--- config.mk ---
export PLATFORM = sky130hd
export DESIGN_NAME = bitop_unit
export DESIGN_NICKNAME = d
export VERILOG_FILES = /design/src/rtl/bitop_pkg.sv /design/src/rtl/bitop_scan.sv /design/src/rtl/bitop_modify.sv /design/src/rtl/bitop_unit.sv
export SDC_FILE = /design/constraint.sdc
export NUM_CORES = 1
export LEC_CHECK = 0
export ABC_AREA = 1
export BUFFER_PORTS_ARGS = -buffer_cell sky130_fd_sc_hd__buf_2
export CAP_MARGIN = 20
export CORE_MARGIN = 10
export CORE_UTILIZATION = 47
export DETAILED_ROUTE_END_ITERATION = 10
export PLACE_DENSITY = 0.73
export SLEW_MARGIN = 20
export SYNTH_ARGS = -nofsm -noshare
export SYNTH_HDL_FRONTEND = slang
export SYNTH_SLANG_ARGS = --single-unit
--- constraint.sdc ---
create_clock -name vclk -period 3.1
set_clock_uncertainty 0.05 [all_clocks]
set_input_delay 0.465 -clock vclk [all_inputs]
set_output_delay 0.465 -clock vclk [all_outputs]
set_load 0.02 [all_outputs]
--- src/rtl/bitop_pkg.sv ---
package bitop_pkg;

    typedef enum logic [2:0] {
        OP_SCAN_LO  = 3'd0,
        OP_SCAN_HI  = 3'd1,
        OP_TEST     = 3'd2,
        OP_TEST_FLIP = 3'd3,
        OP_TEST_SET = 3'd4,
        OP_TEST_CLR = 3'd5
    } bitop_e;

    typedef enum logic [1:0] {
        ACT_KEEP = 2'd0,
        ACT_FLIP = 2'd1,
        ACT_SET  = 2'd2,
        ACT_CLR  = 2'd3
    } bit_act_e;

    typedef struct packed {
        logic carry;
        logic zero;
    } bitop_flags_t;

    function automatic bit_act_e act_of(input logic [2:0] op);
        case (op)
            OP_TEST_FLIP: return ACT_FLIP;
            OP_TEST_SET:  return ACT_SET;
            OP_TEST_CLR:  return ACT_CLR;
            default:      return ACT_KEEP;
        endcase
    endfunction

    function automatic logic is_bit_op(input logic [2:0] op);
        return (op >= OP_TEST) && (op <= OP_TEST_CLR);
    endfunction

endpackage

--- src/rtl/bitop_scan.sv ---
module bitop_scan #(
    parameter int DATA_W  = 32,
    parameter bit FROM_HI = 1'b0,
    localparam int IDX_W  = $clog2(DATA_W)
) (
    input  logic [DATA_W-1:0] vec_i,
    output logic              hit_o,
    output logic [IDX_W-1:0]  idx_o
);

    assign hit_o = |vec_i;

    generate
        if (FROM_HI) begin : g_hi
            // Ascending walk: the last set bit seen is the highest one.
            always_comb begin
                idx_o = '0;
                for (int i = 0; i < DATA_W; i++) begin
                    if (vec_i[i]) idx_o = IDX_W'(i);
                end
            end
        end else begin : g_lo
            // Descending walk: the last set bit seen is the lowest one.
            always_comb begin
                idx_o = '0;
                for (int i = DATA_W - 1; i >= 0; i--) begin
                    if (vec_i[i]) idx_o = IDX_W'(i);
                end
            end
        end
    endgenerate

endmodule

--- src/rtl/bitop_modify.sv ---
module bitop_modify
    import bitop_pkg::*;
#(
    parameter int DATA_W = 32,
    localparam int IDX_W = $clog2(DATA_W)
) (
    input  logic [DATA_W-1:0] vec_i,
    input  logic [IDX_W-1:0]  pos_i,
    input  bit_act_e          act_i,
    output logic              old_bit_o,
    output logic [DATA_W-1:0] vec_o
);

    logic [DATA_W-1:0] sel;

    assign sel       = {{(DATA_W-1){1'b0}}, 1'b1} << pos_i;
    assign old_bit_o = |(vec_i & sel);

    always_comb begin
        case (act_i)
            ACT_FLIP: vec_o = vec_i ^ sel;
            ACT_SET:  vec_o = vec_i | sel;
            ACT_CLR:  vec_o = vec_i & ~sel;
            default:  vec_o = vec_i;
        endcase
    end

    always_comb begin

        single_bit_touch_chk: assert ($countones(vec_o ^ vec_i) <= 1)
            else $error("modify touched more than one bit");

        set_forces_one_chk: assert (!(act_i == ACT_SET) || (vec_o[pos_i] == 1'b1))
            else $error("set did not force bit");

        clr_forces_zero_chk: assert (!(act_i == ACT_CLR) || (vec_o[pos_i] == 1'b0))
            else $error("clear did not force bit");
    end

endmodule

--- src/rtl/bitop_unit.sv ---
module bitop_unit
    import bitop_pkg::*;
#(
    parameter int DATA_W = 32,
    parameter int OFS_W  = 8,
    localparam int IDX_W    = $clog2(DATA_W),
    localparam int NARROW_W = DATA_W / 2
) (
    input  logic [2:0]        op_i,
    input  logic              wide_i,
    input  logic [DATA_W-1:0] opnd_i,
    input  logic [OFS_W-1:0]  offset_i,
    input  logic [DATA_W-1:0] dest_i,
    output logic [DATA_W-1:0] result_o,
    output logic              cf_o,
    output logic              zf_o
);

    logic [DATA_W-1:0] width_mask;
    logic [DATA_W-1:0] opnd_m;
    logic [IDX_W-1:0]  bit_pos;
    logic              lo_hit, hi_hit;
    logic [IDX_W-1:0]  lo_idx, hi_idx;
    logic              old_bit;
    logic [DATA_W-1:0] mod_vec;
    bitop_flags_t      flags;

    assign width_mask = wide_i ? {DATA_W{1'b1}} : {{(DATA_W-NARROW_W){1'b0}}, {NARROW_W{1'b1}}};
    assign opnd_m     = opnd_i & width_mask;
    // Offset modulo the selected width.
    assign bit_pos    = wide_i ? offset_i[IDX_W-1:0] : {1'b0, offset_i[IDX_W-2:0]};

    bitop_scan #(.DATA_W(DATA_W), .FROM_HI(1'b0)) u_scan_lo (
        .vec_i (opnd_m),
        .hit_o (lo_hit),
        .idx_o (lo_idx)
    );

    bitop_scan #(.DATA_W(DATA_W), .FROM_HI(1'b1)) u_scan_hi (
        .vec_i (opnd_m),
        .hit_o (hi_hit),
        .idx_o (hi_idx)
    );

    bitop_modify #(.DATA_W(DATA_W)) u_modify (
        .vec_i     (opnd_m),
        .pos_i     (bit_pos),
        .act_i     (act_of(op_i)),
        .old_bit_o (old_bit),
        .vec_o     (mod_vec)
    );

    always_comb begin
        flags    = '{carry: 1'b0, zero: 1'b0};
        result_o = opnd_m;
        case (op_i)
            OP_SCAN_LO: begin
                if (lo_hit) result_o = {{(DATA_W-IDX_W){1'b0}}, lo_idx};
                else begin
                    result_o   = dest_i;
                    flags.zero = 1'b1;
                end
            end
            OP_SCAN_HI: begin
                if (hi_hit) result_o = {{(DATA_W-IDX_W){1'b0}}, hi_idx};
                else begin
                    result_o   = dest_i;
                    flags.zero = 1'b1;
                end
            end
            default: begin
                if (is_bit_op(op_i)) begin
                    result_o    = mod_vec;
                    flags.carry = old_bit;
                end
            end
        endcase
    end

    assign cf_o = flags.carry;
    assign zf_o = flags.zero;

    always_comb begin

        lo_scan_lowest_chk: assert (!lo_hit ||
                ((opnd_m[lo_idx] == 1'b1) &&
                 ((opnd_m & ((DATA_W'(1) << lo_idx) - DATA_W'(1))) == '0)))
            else $error("forward scan index wrong");

        hi_scan_highest_chk: assert (!hi_hit || ((opnd_m >> hi_idx) == DATA_W'(1)))
            else $error("reverse scan index wrong");

        zero_scan_keep_chk: assert (!(op_i <= 3'd1 && opnd_m == '0) ||
                (zf_o && !cf_o && result_o == dest_i))
            else $error("zero-source scan mishandled");

        narrow_upper_clear_chk: assert (wide_i || zf_o ||
                ((result_o & ~width_mask) == '0))
            else $error("narrow result has upper bits");

        test_carry_bit_chk: assert (!is_bit_op(op_i) || (cf_o == opnd_m[bit_pos]))
            else $error("carry is not the addressed bit");
    end

endmodule

# Word-level counts from Yosys, hierarchy flattened

Index checks and enable logic that the tools add are counted.

Register bits after elaboration: 0
Latch bits: 0
Bits in writable memories: 0
Memory bits (read-only): 0
Bits of input ports: 76
Output and inout bits: 34
Word-level logic and storage cells: 96
Memories: 0

Add/sub/neg operators: 0
Multiply operators: 0
Divide/modulo/power cells: 0
$lt $le $gt $ge: 2
Equal/unequal tests: 7
Shift-type cells: 1
Mux-type cells: 75
Bitwise operators: 6
Reductions and logical operators: 5

Operators by type and width:

| kind                                                               | count |
|---|---|
| 2-to-1 mux 5 bit                                                   | 49 |
| 2-to-1 mux 32 bit                                                  | 4 |
| AND 32 bit                                                         | 3 |
| case mux 32 bit (3 select lines)                                   | 1 |
| case mux 32 bit (2 select lines)                                   | 1 |
| OR reduction 32 bit                                                | 2 |
| 2-to-1 mux 4 bit                                                   | 8 |
| NOT 32 bit                                                         | 1 |
| OR 32 bit                                                          | 1 |
| left shift 1 x 5 -> 32 bit (first input constant)                  | 1 |
| bitwise XOR 32 bit                                                 | 1 |
| 2-to-1 mux 3 bit                                                   | 4 |
| equality test 3 bit (second input constant)                        | 2 |
| case mux 2 bit (3 select lines)                                    | 1 |
| 2-to-1 mux 1 bit                                                   | 5 |
| equality test 2 bit (second input constant)                        | 2 |
| 2-to-1 mux 2 bit                                                   | 2 |
| equality test 3 x 1 -> 1 bit (second input constant)               | 1 |
| equality test 3 x 2 -> 1 bit (second input constant)               | 1 |
| greater-or-equal comparator 3 x 2 -> 1 bit (second input constant) | 1 |
| <= comparator 3 bit (second input constant)                        | 1 |
| zero test 3 bit                                                    | 1 |
| equality test 2 x 1 -> 1 bit (second input constant)               | 1 |
| OR reduction 2 bit                                                 | 1 |
| logical AND 1 bit                                                  | 1 |

# Longest topological paths before layout

Gate-level depths: netlist of the first run.

Word-level depth: 36
Gate-level depth with buffers: 35
Mapped depth without buffers: 35

# Hierarchy

From an unflattened synthesis of the first run, not the netlist that was laid out.

Cells, all modules: 950
Area total of the unflattened synthesis: 4862.2 um2

By module, submodules not included:

| module                 | times used | cells an instance | area an instance (um2) | sequential area each (um2) |
|---|---|---|---|---|
| bitop_modify           | 1          | 473               | 2782.7                 | 0.0 |
| bitop_unit             | 1          | 264               | 1179.9                 | 0.0 |
| bitop_scan (u_scan_lo) | 1          | 107               | 470.5                  | 0.0 |
| bitop_scan (u_scan_hi) | 1          | 106               | 429.2                  | 0.0 |

# Least setup slack after synthesis of the first run

OpenSTA, ideal clock, no wires.

Path kind: input -> output
Start: in wide_i
End: out cf_o
Arrival time: 2.364 ns
Data required time: 2.585 ns
Slack: 0.221 ns
Cell stages on the path: 11
Buffers on the path: 3
Cell sequence: buf_6 clkbuf_8 nand2_1 inv_1 clkbuf_1 nor2_1 ha_1 nor4_1 nand4_1 o21ai_0 nor2_1

Cells in the longest elaborated chain, start to end: 6
Elaborated cells on any way between the ends: 8
Classes of those cells: shift: 1; mux: 4; bitwise: 2; reduce/logical: 1

Ends and longest elaborated chain:

| what                                                     | line                                 | RTL |
|---|---|---|
| start, declared                                          | bitop_unit.sv:10                     | `input logic wide_i,` |
| 2-to-1 mux 5 bit or 2-to-1 mux 32 bit (tied branches)    | bitop_unit.sv:31, bitop_unit.sv:28   |  |
| left shift 1 x 5 -> 32 bit or AND 32 bit (tied branches) | bitop_modify.sv:16, bitop_unit.sv:29 |  |
| AND 32 bit *                                             | bitop_modify.sv:17                   | `assign old_bit_o = \|(vec_i & sel);` |
| OR reduction 32 bit *                                    | bitop_modify.sv:17                   |  |
| 2-to-1 mux 1 bit *                                       | bitop_unit.sv:72                     | `if (is_bit_op(op_i)) begin` |
| 2-to-1 mux 1 bit *                                       | bitop_unit.sv:56                     | `case (op_i)` |
| end, declared                                            | bitop_unit.sv:15                     | `output logic cf_o,` |

Mark *: on every way between the ends. The rest lies on a longest branch, timed or not.

# Worst setup path after layout of the first run

Start: in opnd_i[2]
End: out result_o[0]

Cells in the longest elaborated chain, start to end: 33
Elaborated cells on any way between the ends: 38
Classes of those cells: mux: 36; bitwise: 1; reduce/logical: 1

Ends and longest elaborated chain:

| what                               | line             | RTL |
|---|---|---|
| start, declared                    | bitop_unit.sv:11 | `input logic [DATA_W-1:0] opnd_i,` |
| AND 32 bit *                       | bitop_unit.sv:29 | `assign opnd_m = opnd_i & width_mask;` |
| 2-to-1 mux 2 bit (2 in series)     | bitop_scan.sv:19 | `if (vec_i[i]) idx_o = IDX_W'(i);` |
| 2-to-1 mux 3 bit (4 in series)     | bitop_scan.sv:19 |  |
| 2-to-1 mux 4 bit (8 in series)     | bitop_scan.sv:19 |  |
| 2-to-1 mux 5 bit (16 in series)    | bitop_scan.sv:19 |  |
| 2-to-1 mux 32 bit                  | bitop_unit.sv:65 | `if (hi_hit) result_o = {{(DATA_W-IDX_W){1'b0}}, hi_idx};` |
| case mux 32 bit (2 select lines) * | bitop_unit.sv:56 |  |
| end, declared                      | bitop_unit.sv:14 | `output logic [DATA_W-1:0] result_o,` |

Marked as above.

==> run_summary.xml, run 1 <==
<?xml version="1.0" encoding="UTF-8"?>
<metrics>
  <group name="detailed_routing">
    <metric name="drt-total-wl" unit="um">13900</metric>
    <metric name="drtAntennaViolNets" unit="">0</metric>
    <metric name="detail_route.vias_per_cell" unit="">5.37</metric>
    <metric name="iter_0_drt_violations" unit="">297</metric>
    <metric name="vias" unit="">4778</metric>
    <metric name="detail_route.wl_per_cell" unit="um">15.6</metric>
    <metric name="drc_errors" unit="">0</metric>
    <metric name="firstDrtPassIters" unit="">5</metric>
  </group>
  <group name="logic_synthesis">
    <metric name="synth.net_count" unit="">814</metric>
    <metric name="post-synth-top-area-fraction" unit="%">31.6</metric>
    <metric name="synth_cells" unit="">640</metric>
    <metric name="synth.most_common_cell" unit="">sky130_fd_sc_hd__nand2_1</metric>
    <metric name="netlist-cell-type-count" unit="">38</metric>
    <metric name="synth_area_per_cell" unit="um^2">6.07</metric>
    <metric name="synth-seq-area-share" unit="%">0</metric>
    <metric name="yosys_warnings" unit="">0</metric>
    <metric name="synth_top_area_cell" unit="">sky130_fd_sc_hd__ha_1</metric>
    <metric name="synthTopCellsByArea" unit="">sky130_fd_sc_hd__ha_1, sky130_fd_sc_hd__nand2_1, sky130_fd_sc_hd__nor2_1</metric>
    <metric name="cell_types_with_the_highest_counts_after_synthesis" unit="">sky130_fd_sc_hd__nand2_1, sky130_fd_sc_hd__ha_1, sky130_fd_sc_hd__nor2_1</metric>
    <metric name="synthesis.area" unit="um^2">3880</metric>
  </group>
  <group name="finish">
    <metric name="nets" unit="">961</metric>
    <metric name="clockBufferCount" unit="">0</metric>
    <metric name="fin_util" unit="%">63.0</metric>
    <metric name="stdcell_count" unit="">890</metric>
    <metric name="sequential_cell_area" unit="um^2">0</metric>
    <metric name="layout_area_growth_over_synthesis" unit="%">32.0</metric>
    <metric name="numSequentialCells" unit="">0</metric>
    <metric name="multi_input_comb_area" unit="um^2">3410</metric>
    <metric name="fill_cells" unit="">773</metric>
    <metric name="post_route_cells_drive_above_1_share" unit="%">29.9</metric>
    <metric name="design_area" unit="um^2">5130</metric>
    <metric name="antenna_cells_inserted" unit="">0</metric>
  </group>
  <group name="floorplan">
    <metric name="coreArea" unit="um^2">8130</metric>
    <metric name="dieArea" unit="um^2">12300</metric>
    <metric name="initial_core_util" unit="%">47.7</metric>
    <metric name="floorplan.die.height" unit="um">111</metric>
    <metric name="io_pins" unit="">110</metric>
    <metric name="num_rows" unit="">33</metric>
    <metric name="die_width" unit="um">111</metric>
  </group>
  <group name="placed_design">
    <metric name="dpl_cell_area" unit="um^2">4950</metric>
    <metric name="gp_congestion" unit="">0.890</metric>
    <metric name="placedCellCount" unit="">886</metric>
    <metric name="port_buffers" unit="">107</metric>
    <metric name="place_hpwl" unit="um">11300</metric>
  </group>
  <group name="global_routing">
    <metric name="antenna_found_initial" unit="">0</metric>
    <metric name="grt_pass1_wl" unit="um">22600</metric>
    <metric name="grt_max_degree" unit="">47</metric>
    <metric name="global_route.usage.total" unit="%">20.8</metric>
    <metric name="residual_overflow_from_global_routing" unit="">0</metric>
    <metric name="grt_pass1_vias" unit="">4882</metric>
  </group>
  <group name="power_and_ir_drop">
    <metric name="p_leak" unit="nW">2.79</metric>
    <metric name="vdd_ir_drop_max" unit="uV">73.8</metric>
    <metric name="p_switching" unit="W">0.000410</metric>
    <metric name="power_per_cell_area" unit="nW/um^2">136</metric>
    <metric name="p_int" unit="W">0.000287</metric>
    <metric name="combPwrFrac" unit="%">100.0</metric>
    <metric name="netSwitchingFraction" unit="%">58.8</metric>
    <metric name="clock_power_share" unit="%">0</metric>
    <metric name="sequentialPowerShare" unit="%">0</metric>
  </group>
  <group name="setup_path">
    <metric name="crit_path_start_kind" unit="">primary input</metric>
    <metric name="cp_max_fo" unit="">2</metric>
    <metric name="critPathRequiredTime" unit="ns">2.58</metric>
    <metric name="setup.worst_path.end_class" unit="">output port</metric>
    <metric name="arrival" unit="ns">2.58</metric>
    <metric name="worstSetupPathType" unit="">primary input to output port</metric>
    <metric name="timing.critical_path.slowest_stage_cell" unit="">sky130_fd_sc_hd__buf_6</metric>
    <metric name="critical-path-max-stage-delay" unit="ns">0.12</metric>
    <metric name="critical-path-top-cell-by-count" unit="">sky130_fd_sc_hd__nand2_1</metric>
  </group>
  <group name="clock_network">
    <metric name="post_cts_hold_buffer_count" unit="">0</metric>
  </group>
  <group name="timing">
    <metric name="slew-limit-headroom" unit="%">67.7</metric>
    <metric name="setup_viol_count_final" unit="">0</metric>
    <metric name="final.period_utilization" unit="%">99.7</metric>
    <metric name="tightestPinTransition" unit="ns">0.484</metric>
    <metric name="timing_max_transition_violations_final" unit="">0</metric>
    <metric name="layout_min_cycle_time" unit="ns">3.09</metric>
    <metric name="fin_worst_hold_slack" unit="ns">1.21</metric>
    <metric name="max_clock_freq" unit="MHz">323</metric>
    <metric name="totalNegativeSetupSlack" unit="ns">0</metric>
    <metric name="rsz0062_at_grt" unit="">yes</metric>
    <metric name="hold_viol" unit="">0</metric>
  </group>
  <group name="hold_path">
    <metric name="worst_hold_path_type" unit="">primary input to output port</metric>
  </group>
  <group name="run">
    <metric name="maxCapViolations" unit="">0</metric>
  </group>
  <group name="outcome">
    <metric name="outcome" unit="">completed</metric>
  </group>
</metrics>
## path summary, 6_finish.rpt
| kind | from | endpoint | cells after the start |
|---|---|---|---|
| hold / removal | dest_i[7] | result_o[7] | 4 |
| setup / recovery | opnd_i[2] | result_o[0] | 37 |
## routing by layer
| layer | up-vias | global-route usage (%) | share of wire [%] |
|---|---|---|---|
| met5 | - | 0 | 0 |
| met4 | 0 | 4.60 | 2.2 |
| met3 | 20 | 1.62 | 5.0 |
| met2 | 159 | 37.9 | 49 |
| met1 | 2195 | 25.5 | 44 |
| li1 | 2404 | - | - |
## power groups by stage
stage,sequential [W],combinational [W],clock [W]
floorplan,0,0.000398,0
global placement,0,0.000655,0
detailed placement,0,0.000675,0
CTS,0,0.000682,0
global route,0,0.000769,0
finish,0,0.000698,0
## critical path, delay by kind of cell
family | cells | cell delay, ns
buffers and inverters | 3 | 0.28
and+or+nand+nor | 34 | 1.82
## layout by cell type (no fill, tap or decap), types with 8 or more instances in the layout
cell type,Yosys,final
sky130_fd_sc_hd__a21oi_1,32,32
sky130_fd_sc_hd__a32o_1,13,13
sky130_fd_sc_hd__buf_12,0,8
sky130_fd_sc_hd__buf_2,1,98
sky130_fd_sc_hd__buf_4,2,66
sky130_fd_sc_hd__ha_1,98,97
sky130_fd_sc_hd__inv_1,58,58
sky130_fd_sc_hd__inv_2,22,22
sky130_fd_sc_hd__nand2_1,188,186
sky130_fd_sc_hd__nand2_2,6,8
sky130_fd_sc_hd__nand3_1,26,26
sky130_fd_sc_hd__nor2_1,64,56
sky130_fd_sc_hd__o211ai_1,17,17
sky130_fd_sc_hd__o21ai_0,22,21
sky130_fd_sc_hd__o221ai_1,15,15
## stage by stage
step	worst slack (ns)	total power (W)
finish	0.00841	0.000698
global route	-0.334	0.000769
CTS	-0.0282	0.000682
detailed placement	-0.143	0.000675
global placement	-0.119	0.000655
floorplan	0.221	0.000398
## layout make-up
class	instances	area share [%]
inverters	85	7.35
repair buffers	176	23.5
multi-input cells	524	66.6
well taps	105	2.56
## logic make-up (layout without fill, tap and decap cells)
logic type | count (synthesis) | after routing | synth area share, %
buf+inv | 116 | 261 | 14.1
simple gates | 311 | 311 | 34.5
compound gates | 115 | 115 | 19.8
fa+ha+maj | 98 | 98 | 31.6
## timing repair
action,4_1_cts,5_1_grt
pin swaps,0,6
cloned,0,1
endpoints found under the setup margin,30,31
resized for setup,10,23
setup buffers,0,3
(Power assumes the default switching activity.)
==> run 2: changes to the inputs <==
CORE_MARGIN = 2   (was 10)
CORE_UTILIZATION = 45   (was 47)
PLACE_DENSITY = 0.71   (was 0.73)
==> run 2 against run 1 <==
Routed wire length fell by 9.7%. Worst hold slack improved by 0.0089 ns. Core utilization fell by 2.2 points. Combinational power fell by 3.4%. Non-clock buffer count fell by 2. Critical endpoint unchanged. Highest routed layer unchanged. Sequential share of layout area did not move.
==> run_summary.xml, run 2 (synthesis results as in run 1) <==
<?xml version="1.0" encoding="UTF-8"?>
<metrics>
  <group name="timing">
    <metric name="setup_viol_count_final" unit="">0</metric>
    <metric name="timing_max_transition_violations_final" unit="">0</metric>
    <metric name="hold_viol" unit="">0</metric>
    <metric name="layout_min_cycle_time" unit="ns">3.10</metric>
    <metric name="final.period_utilization" unit="%">100</metric>
    <metric name="rsz0062_at_grt" unit="">yes</metric>
    <metric name="slew-limit-headroom" unit="%">62.6</metric>
    <metric name="tightestPinTransition" unit="ns">0.561</metric>
    <metric name="max_clock_freq" unit="MHz">323</metric>
  </group>
  <group name="floorplan">
    <metric name="num_rows" unit="">33</metric>
    <metric name="io_pins" unit="">110</metric>
    <metric name="dieArea" unit="um^2">9390</metric>
    <metric name="floorplan.die.height" unit="um">96.9</metric>
    <metric name="coreArea" unit="um^2">8300</metric>
    <metric name="initial_core_util" unit="%">46.8</metric>
    <metric name="die_width" unit="um">96.9</metric>
  </group>
  <group name="setup_path">
    <metric name="cp_max_fo" unit="">2</metric>
    <metric name="worstSetupPathType" unit="">primary input to output port</metric>
    <metric name="setup.worst_path.end_class" unit="">output port</metric>
    <metric name="critPathRequiredTime" unit="ns">2.58</metric>
    <metric name="crit_path_start_kind" unit="">primary input</metric>
    <metric name="critical-path-top-cell-by-count" unit="">sky130_fd_sc_hd__nand2_1</metric>
    <metric name="timing.critical_path.slowest_stage_cell" unit="">sky130_fd_sc_hd__buf_6</metric>
    <metric name="critical-path-max-stage-delay" unit="ns">0.13</metric>
    <metric name="arrival" unit="ns">2.58</metric>
  </group>
  <group name="placed_design">
    <metric name="place_hpwl" unit="um">10300</metric>
    <metric name="port_buffers" unit="">107</metric>
    <metric name="gp_congestion" unit="">0.910</metric>
  </group>
  <group name="detailed_routing">
    <metric name="vias" unit="">4712</metric>
    <metric name="drtAntennaViolNets" unit="">0</metric>
    <metric name="drt-total-wl" unit="um">12600</metric>
    <metric name="detail_route.wl_per_cell" unit="um">14.1</metric>
    <metric name="firstDrtPassIters" unit="">4</metric>
    <metric name="wl_met1" unit="um">5690</metric>
    <metric name="detailroute.wirelength.met3" unit="um">664</metric>
    <metric name="met2WireLength" unit="um">5970</metric>
    <metric name="detail_route.vias_per_cell" unit="">5.31</metric>
    <metric name="drc_errors" unit="">0</metric>
    <metric name="iter_0_drt_violations" unit="">189</metric>
    <metric name="topRoutingLayerUsed" unit="">met4</metric>
  </group>
  <group name="power_and_ir_drop">
    <metric name="vdd_ir_drop_max" unit="uV">61.4</metric>
    <metric name="p_leak" unit="nW">2.75</metric>
    <metric name="power.total" unit="W">0.000674</metric>
    <metric name="power_per_cell_area" unit="nW/um^2">134</metric>
  </group>
  <group name="finish">
    <metric name="layout.cells.most_common" unit="">sky130_fd_sc_hd__nand2_1</metric>
    <metric name="post_route_cells_drive_above_1_share" unit="%">30.7</metric>
    <metric name="fin_util" unit="%">60.8</metric>
    <metric name="fill_cells" unit="">811</metric>
    <metric name="sequential_cell_area" unit="um^2">0</metric>
    <metric name="numSequentialCells" unit="">0</metric>
    <metric name="nets" unit="">959</metric>
    <metric name="layout_area_growth_over_synthesis" unit="%">29.9</metric>
    <metric name="clockBufferCount" unit="">0</metric>
    <metric name="mostFrequentLayoutCells" unit="">sky130_fd_sc_hd__nand2_1, sky130_fd_sc_hd__buf_2, sky130_fd_sc_hd__ha_1, sky130_fd_sc_hd__buf_4, sky130_fd_sc_hd__nor2_1</metric>
    <metric name="antenna_cells_inserted" unit="">0</metric>
  </group>
  <group name="global_routing">
    <metric name="grt_pass1_vias" unit="">4615</metric>
    <metric name="residual_overflow_from_global_routing" unit="">0</metric>
    <metric name="antenna_found_initial" unit="">0</metric>
    <metric name="grt_pass1_wl" unit="um">21000</metric>
    <metric name="global_route.usage.total" unit="%">25.9</metric>
    <metric name="grt_max_degree" unit="">47</metric>
  </group>
  <group name="run">
    <metric name="maxCapViolations" unit="">0</metric>
  </group>
  <group name="hold_path">
    <metric name="worst_hold_path_type" unit="">primary input to output port</metric>
  </group>
  <group name="outcome">
    <metric name="outcome" unit="">completed</metric>
  </group>
  <group name="clock_network">
    <metric name="post_cts_hold_buffer_count" unit="">0</metric>
  </group>
</metrics>
[run 2: layout make-up]
class	count	area (um^2)	share of cell area, %
Multi-Input combinational cell	524	3410	67.7
Timing Repair Buffer	174	1120	22.2
Inverter	85	379	7.52
Tap cell	105	131	2.60
[run 2: final timing paths]
kind	startpoint	to	slack, ns	depth (start not counted)
hold / removal	dest_i[13]	result_o[13]	1.22	4
setup / recovery	opnd_i[29]	result_o[0]	0.001	36
[run 2: worst max-delay path: cells and delay by family]
kind	cells	cell delay, ns
buf+inv	2	0.24
simple gates	34	1.86
[run 2: timing repair]
item	CTS	global route
cloned	0	0
setup endpoints to repair	30	31
pin swaps	5	4
gates resized for setup	12	21
setup buffers	0	1
[run 2: power by group]
part           internal, W  switching, W
logic             0.000273      0.000401
registers                0             0
clock network            0             0
[run 2: routing by layer]
metal | track usage (%) | vias up
met5 | 0 | -
met4 | 6.18 | 0
met3 | 1.16 | 22
met2 | 47.2 | 143
met1 | 33.5 | 2160
li1 | - | 2387
[run 2: stage by stage]
stage	area [um^2]	cells	hold slack, ns	setup slack [ns]	TNS (ns)
after global placement	4920	887	1.21	-0.118	-1.76
after detailed placement	4920	887	1.22	-0.122	-2.97
after floorplan	3880	640	1.07	0.221	0
after CTS	4960	887	1.22	-0.0165	-0.0165
final	5040	888	1.22	0.00126	0
after global routing	5040	888	1.24	-0.280	-0.484
